File: src/rtl/fa_pkg.sv
package fa_pkg;
    typedef enum logic {
        ST_FROZEN = 1'b0,
        ST_HUNT   = 1'b1
    } fa_state_e;

    localparam logic [7:0] DEF_A1 = 8'hF6;
    localparam logic [7:0] DEF_A2 = 8'h28;
endpackage

File: src/rtl/fa_window.sv
module fa_window #(
    parameter int WIN_W = 48
) (
    input  logic             clk,
    input  logic             rst_n,
    input  logic             bit_en,
    input  logic             bit_in,
    output logic [WIN_W-1:0] nxt_win
);
    logic [WIN_W-1:0] win_q;

    assign nxt_win = {win_q[WIN_W-2:0], bit_in};

    always_ff @(posedge clk or negedge rst_n) begin
        if (!rst_n)      win_q <= '0;
        else if (bit_en) win_q <= nxt_win;
    end


    win_shift_chk: assert property (@(posedge clk) disable iff (!rst_n)
        bit_en |=> (win_q[WIN_W-1:1] == $past(win_q[WIN_W-2:0])) && (win_q[0] == $past(bit_in)));

    win_hold_chk: assert property (@(posedge clk) disable iff (!rst_n)
        !bit_en |=> $stable(win_q));
endmodule

File: src/rtl/fa_match.sv
module fa_match #(
    parameter int         BYTE_W = 8,
    parameter int         REPS   = 3,
    parameter logic [7:0] A1     = 8'hF6,
    parameter logic [7:0] A2     = 8'h28
) (
    input  logic [2*REPS*BYTE_W-1:0] win,
    output logic                     hit
);
    localparam int NBYTES = 2 * REPS;
    logic [NBYTES-1:0] byte_ok;

    generate
        for (genvar g = 0; g < NBYTES; g++) begin : g_cmp
            // slot g counts from the newest byte; the newer half holds A2
            if (g < REPS) begin : g_a2
                assign byte_ok[g] = (win[g*BYTE_W +: BYTE_W] == BYTE_W'(A2));
            end else begin : g_a1
                assign byte_ok[g] = (win[g*BYTE_W +: BYTE_W] == BYTE_W'(A1));
            end
        end
    endgenerate

    assign hit = &byte_ok;
endmodule

File: src/rtl/fa_ctrl.sv
module fa_ctrl
    import fa_pkg::*;
#(
    parameter int         BYTE_W = 8,
    parameter logic [7:0] A2     = 8'h28
) (
    input  logic              clk,
    input  logic              rst_n,
    input  logic              bit_en,
    input  logic              oof,
    input  logic              los,
    input  logic              pat_hit,
    input  logic [BYTE_W-1:0] nxt_byte,
    output logic [BYTE_W-1:0] byte_out,
    output logic              byte_vld,
    output logic              frame_pulse
);
    localparam int PH_W = (BYTE_W > 1) ? $clog2(BYTE_W) : 1;
    localparam logic [PH_W-1:0] PH_LAST = PH_W'(BYTE_W - 1);

    fa_state_e       state_q, state_d;
    logic [PH_W-1:0] phase_q;
    logic            search_ok, realign, byte_done;

    always_comb begin
        search_ok = oof || (state_q == ST_HUNT);
        realign   = bit_en && pat_hit && search_ok;
        byte_done = bit_en && (phase_q == PH_LAST);
    end

    always_comb begin
        state_d = state_q;
        unique case (state_q)
            ST_FROZEN: state_d = oof ? ST_HUNT : ST_FROZEN;
            ST_HUNT:   state_d = oof ? ST_HUNT : ST_FROZEN;
            default:   state_d = ST_FROZEN;
        endcase
    end

    always_ff @(posedge clk or negedge rst_n) begin
        if (!rst_n) state_q <= ST_FROZEN;
        else        state_q <= state_d;
    end

    always_ff @(posedge clk or negedge rst_n) begin
        if (!rst_n) begin
            phase_q     <= '0;
            byte_out    <= '0;
            byte_vld    <= 1'b0;
            frame_pulse <= 1'b0;
        end else begin
            byte_vld    <= realign || byte_done;
            frame_pulse <= realign;
            if (realign || byte_done) phase_q <= '0;
            else if (bit_en)          phase_q <= phase_q + 1'b1;
            if (los)                          byte_out <= '0;
            else if (realign || byte_done)    byte_out <= nxt_byte;
        end
    end


    fp_single_chk: assert property (@(posedge clk) disable iff (!rst_n)
        frame_pulse |=> !frame_pulse);

    fp_byte_chk: assert property (@(posedge clk) disable iff (!rst_n)
        (frame_pulse && !$past(los)) |-> (byte_vld && byte_out == BYTE_W'(A2)));

    fp_gate_chk: assert property (@(posedge clk) disable iff (!rst_n)
        frame_pulse |-> ($past(oof) || $past(state_q == ST_HUNT)));

    los_zero_chk: assert property (@(posedge clk) disable iff (!rst_n)
        $past(los) |-> (byte_out == '0));

    phase_restart_chk: assert property (@(posedge clk) disable iff (!rst_n)
        frame_pulse |-> (phase_q == '0));

    frozen_step_chk: assert property (@(posedge clk) disable iff (!rst_n)
        (state_q == ST_FROZEN && !oof && bit_en && phase_q != PH_LAST)
            |=> (phase_q == $past(phase_q) + 1'b1) && !frame_pulse);
endmodule

File: src/rtl/frame_aligner.sv
module frame_aligner
    import fa_pkg::*;
#(
    parameter int         BYTE_W = 8,
    parameter int         REPS   = 3,
    parameter logic [7:0] A1     = DEF_A1,
    parameter logic [7:0] A2     = DEF_A2
) (
    input  logic              clk,
    input  logic              rst_n,
    input  logic              bit_en,
    input  logic              ser_in,
    input  logic              oof,
    input  logic              los,
    output logic [BYTE_W-1:0] byte_out,
    output logic              byte_vld,
    output logic              frame_pulse
);
    localparam int WIN_W = 2 * REPS * BYTE_W;

    logic             bit_in;
    logic [WIN_W-1:0] nxt_win;
    logic             pat_hit;

    assign bit_in = ser_in & ~los;

    fa_window #(.WIN_W(WIN_W)) u_win (
        .clk(clk), .rst_n(rst_n), .bit_en(bit_en), .bit_in(bit_in), .nxt_win(nxt_win)
    );

    fa_match #(.BYTE_W(BYTE_W), .REPS(REPS), .A1(A1), .A2(A2)) u_match (
        .win(nxt_win), .hit(pat_hit)
    );

    fa_ctrl #(.BYTE_W(BYTE_W), .A2(A2)) u_ctrl (
        .clk(clk), .rst_n(rst_n), .bit_en(bit_en), .oof(oof), .los(los),
        .pat_hit(pat_hit), .nxt_byte(nxt_win[BYTE_W-1:0]),
        .byte_out(byte_out), .byte_vld(byte_vld), .frame_pulse(frame_pulse)
    );


    reset_out_chk: assert property (@(posedge clk) !rst_n |=> (byte_out == '0 && !byte_vld && !frame_pulse));
endmodule

File: config.mk
export PLATFORM = sky130hd
export DESIGN_NAME = frame_aligner
export DESIGN_NICKNAME = d
export VERILOG_FILES = /design/src/rtl/fa_pkg.sv /design/src/rtl/fa_window.sv /design/src/rtl/fa_match.sv /design/src/rtl/fa_ctrl.sv /design/src/rtl/frame_aligner.sv
export SDC_FILE = /design/constraint.sdc
export NUM_CORES = 1
export LEC_CHECK = 0
export CAP_MARGIN = 20
export CORE_ASPECT_RATIO = 0.9
export CORE_MARGIN = 3
export CORE_UTILIZATION = 50
export DETAILED_ROUTE_END_ITERATION = 8
export DONT_BUFFER_PORTS = 1
export SYNTH_ARGS = -nofsm -noshare
export SYNTH_HDL_FRONTEND = slang
export SYNTH_SLANG_ARGS = --single-unit
export TNS_END_PERCENT = 50
File: constraint.sdc
create_clock -name clk -period 2.5 [get_ports clk]
set_input_delay 0.125 -clock clk [delete_from_list [all_inputs] [get_ports clk]]
set_output_delay 0.125 -clock clk [all_outputs]
set_load 0.02 [all_outputs]
==> results list <==
* Number of max-slew violations in the final report: 0
- First-pass GRT wire length: 7.15 mm
* Register area share after synthesis: 61.6%
* Prevailing post-synth register cell: sky130_fd_sc_hd__dfrtp_1
- Required @ worst endpoint: 2.72 ns
- Compared with the post-synthesis result, the final layout area differs by 14.3%.
- Effective utilization at floorplan: 53.8%
* Warnings, synthesis: 0
- Class of the worst hold path: in -> reg
- ANT nets after route: 0
- Data on the critical path arrives at its endpoint at 2.30 ns.
* Clock tree from TritonCTS: built
- Share of synthesized flip-flops with an asynchronous set or reset: 100%
* Result of the run: finished, final reports clean
* Number of CTS-inserted buffers: 9
* Drt via density: 5.52
- After synthesis the netlist holds a flip-flop and latch count of 61.
* Clock net sink count: 61
- Measured slew at the worst slew-check pin: 0.654 ns
- Internal power comes to 0.00213 W.
- Clk_lat worst skew: 0.33 ns
* Synth Area in Compound Gates: 2.12%
* Starting DRT DRC Count: 64
* Worst clock skew: 0.00825 ns
* First-pass iteration count of the detailed router: 4
* Final TNS setup: 0 ns
* Global-route congestion overflow total: 0
* Element type at the critical path start: register
- Fraction of final layout cells sized beyond drive strength 1: 35.0%
- The number of hold violations in the final report is 0.
* Highest-count cells in the layout ignoring fill and taps: 61 x sky130_fd_sc_hd__dfrtp_1, 46 x sky130_fd_sc_hd__mux2_2, 15 x sky130_fd_sc_hd__nand2_1
* Max FO, Critical Path: 12
* Final hold slack: 0.0289 ns
- Summing the areas of all and, or, nand and nor instances in the mapped netlist gives 9.04% of the synthesized area.
* Total number of vias: 1,353
- Count of flip-flops with a built-in enable after synthesis: 0
* Total power density per cell area: 983 nW/um^2
- The clock period could shrink to 2.08 ns.
- Final period utilization: 83.2%
* # H-tree levels: 3
- Entering global routing, the biggest net connects 62 pins.
- VDD sags by at most 0.000503 V.
* Library cells used by synthesis: 25
* Element type at the critical path end: register
* Register area: 1530 um^2
- Count of boundary I/O pins: 16
- Initial antenna violation count: 0
- Part of the power in the clock network: 37.8%
- The repair_antennas step left the layout with diodes totalling 0.
* Total wire length after detailed routing: 4.03 mm
- Tightest slew margin relative to the limit: 56.4%
* Combinational group share of total power: 12.9%
- Static Leak: 1.38 nW
* RSZ-0062 raised after global routing: no
- R2R Setup Slk: 0.42 ns
- The net count of the finished layout is 186.
- In this run the power spent charging and discharging nets is 0.000655 W.
- During placement, the flow inserted port buffers numbering 0.
- Mux cell area share after synthesis: 24.2%
- Vias in the first global route: 1,447
- Of the total power, registers draw 49.4%.
- Largest family of logic cells by synthesized area: multiplexers
- Area of the placeable core: 4600 um^2
- Instance count of the mapped netlist: 171
- In the routed design, unresolved DRC markers number 0.
* Final count of negative-setup-slack endpoints: 0
- In the final routed layout, each cell accounts on average for 16.4 um.
- Maximum number of buffers from clock root to sink: 2
* Critical path class: reg -> reg
- Most common library cell in the layout ignoring fill and taps: sky130_fd_sc_hd__dfrtp_1
- The die is 80.2 um wide.
- Peak Freq: 481 MHz
- Total GRT Usage: 16.5%
- Once detailed placement completed, the half-perimeter wirelength came to 2.44 mm.
- MaxCap Viol Count: 0
- Number of post-CTS setup repair buffers: 0
- Clock-pin transition on the worst setup and hold timing paths: 0.06 ns
- Net count after synthesis: 179
- The tree is rooted in a sky130_fd_sc_hd__clkbuf_8.
* GPL Wtd Cong: 0.702
* Area of the die: 5830 um^2
- In this run the core area contains 23 standard-cell rows.
* Combined area of the multi-input logic cells: 900 um^2
- Die height: 72.8 um
- Filler cells: 371
* Share of total power consumed by net switching: 23.6%
* Synthesized area: 2480 um^2
- The synthesized netlist devotes 0% of its cell area to XOR and XNOR gates.
- The synthesized netlist devotes 1.01% of its cell area to adder and majority cells.
- After synthesis, the mean cell area works out to 14.5 um^2.
-- cell usage after synthesis (2+ instances only) --
master                     number  area share (%)
sky130_fd_sc_hd__buf_1          5            0.76
sky130_fd_sc_hd__nand4_1        2            0.51
sky130_fd_sc_hd__nor2b_1        4             1.0
sky130_fd_sc_hd__dfrtp_1       61              62
sky130_fd_sc_hd__ha_1           2             1.0
sky130_fd_sc_hd__mux2_2        46              21
sky130_fd_sc_hd__nor4b_1        6             2.1
sky130_fd_sc_hd__and4b_1        2            0.81
sky130_fd_sc_hd__a31o_2         2            0.71
sky130_fd_sc_hd__nand2_1       15             2.3
sky130_fd_sc_hd__mux2i_1        8             3.2
sky130_fd_sc_hd__nand4b_1       3             1.1
sky130_fd_sc_hd__inv_1          3            0.45
-- kinds of logic after synthesis --
family | count (synthesis)
flops | 61
mux | 54
simple gates | 37
buf+inv | 11
compound gates | 6
fa+ha+maj | 2
-- critical path: stages, from the launching register on --
cell	delay (ns)
sky130_fd_sc_hd__dfrtp_1	0.38
sky130_fd_sc_hd__nand4b_1	0.16
sky130_fd_sc_hd__or3_1	0.42
sky130_fd_sc_hd__o41a_1	0.67
sky130_fd_sc_hd__a31o_2	0.34
-- cell type report --
type | instances | share of cell area [%]
well taps | 62 | 2.74
inverters | 3 | 0.398
clock buffers | 12 | 5.13
clock inverters | 4 | 3.36
multi-input cells | 99 | 31.8
repair buffers | 4 | 2.65
flip-flops and latches | 61 | 53.9
-- metal layers --
metal	part of all wire [%]	up-vias	wire [um]	global-route usage (%)
li1	-	628	-	-
met1	47	695	1900	21.0
met2	47	21	1890	25.8
met3	4.3	9	175	6.67
met4	1.5	0	61	5.63
met5	0	-	0	0
-- power groups by stage --
| stage | Sequential [W] | Clock, W | Combinational, W |
|---|---|---|---|
| detailed placement | 0.00139 | 0 | 0.000314 |
| floorplan | 0.00133 | 0 | 0.000297 |
| global placement | 0.00138 | 0 | 0.000302 |
| CTS | 0.00137 | 0.00107 | 0.000362 |
| finish | 0.00137 | 0.00105 | 0.000358 |
| global route | 0.00141 | 0.00112 | 0.000404 |
-- per-stage QoR --
stage          setup slack [ns]  util (%)  std cells  cell area [um^2]  power (W)
6_report                  0.420      61.5        245              2830    0.00278
5_1_grt                   0.268      61.5        245              2830    0.00293
4_1_cts                   0.404      61.5        245              2830    0.00281
3_5_place_dp              0.408      54.6        225              2510    0.00171
3_3_place_gp              0.426      54.6        225              2510    0.00168
2_1_floorplan             0.688         -        171              2480    0.00163
-- repair_timing --
action / 4_1_cts / 5_1_grt
resized for setup: 0 / 0
endpoints found under the hold margin: 112 / 0
hold buffers: 4 / 0
-- sequential cells by signal (all words and copies together), names as in the netlist --
| name | count |
|---|---|
| u_ctrl.byte_vld | 1 |
| u_ctrl.state_q | 1 |
| u_win.win_q | 47 |
| u_ctrl.byte_out | 8 |
| u_ctrl.frame_pulse | 1 |
| u_ctrl.phase_q | 3 |
-- path summary, 6_finish.rpt --
path | from | to | cells past startpoint
max | u_win.win_q[31] | u_ctrl.phase_q[2] | 4
min | bit_en | u_ctrl.phase_q[2] | 2
max reg2reg | u_win.win_q[31] | u_ctrl.phase_q[2] | 4
min reg2reg | u_win.win_q[34] | u_win.win_q[34] | 1
max in group asynchronous | rst_n | u_win.win_q[40] | 2
min in group asynchronous | rst_n | u_ctrl.phase_q[1] | 2
Power figures use the tool's default switching activity.
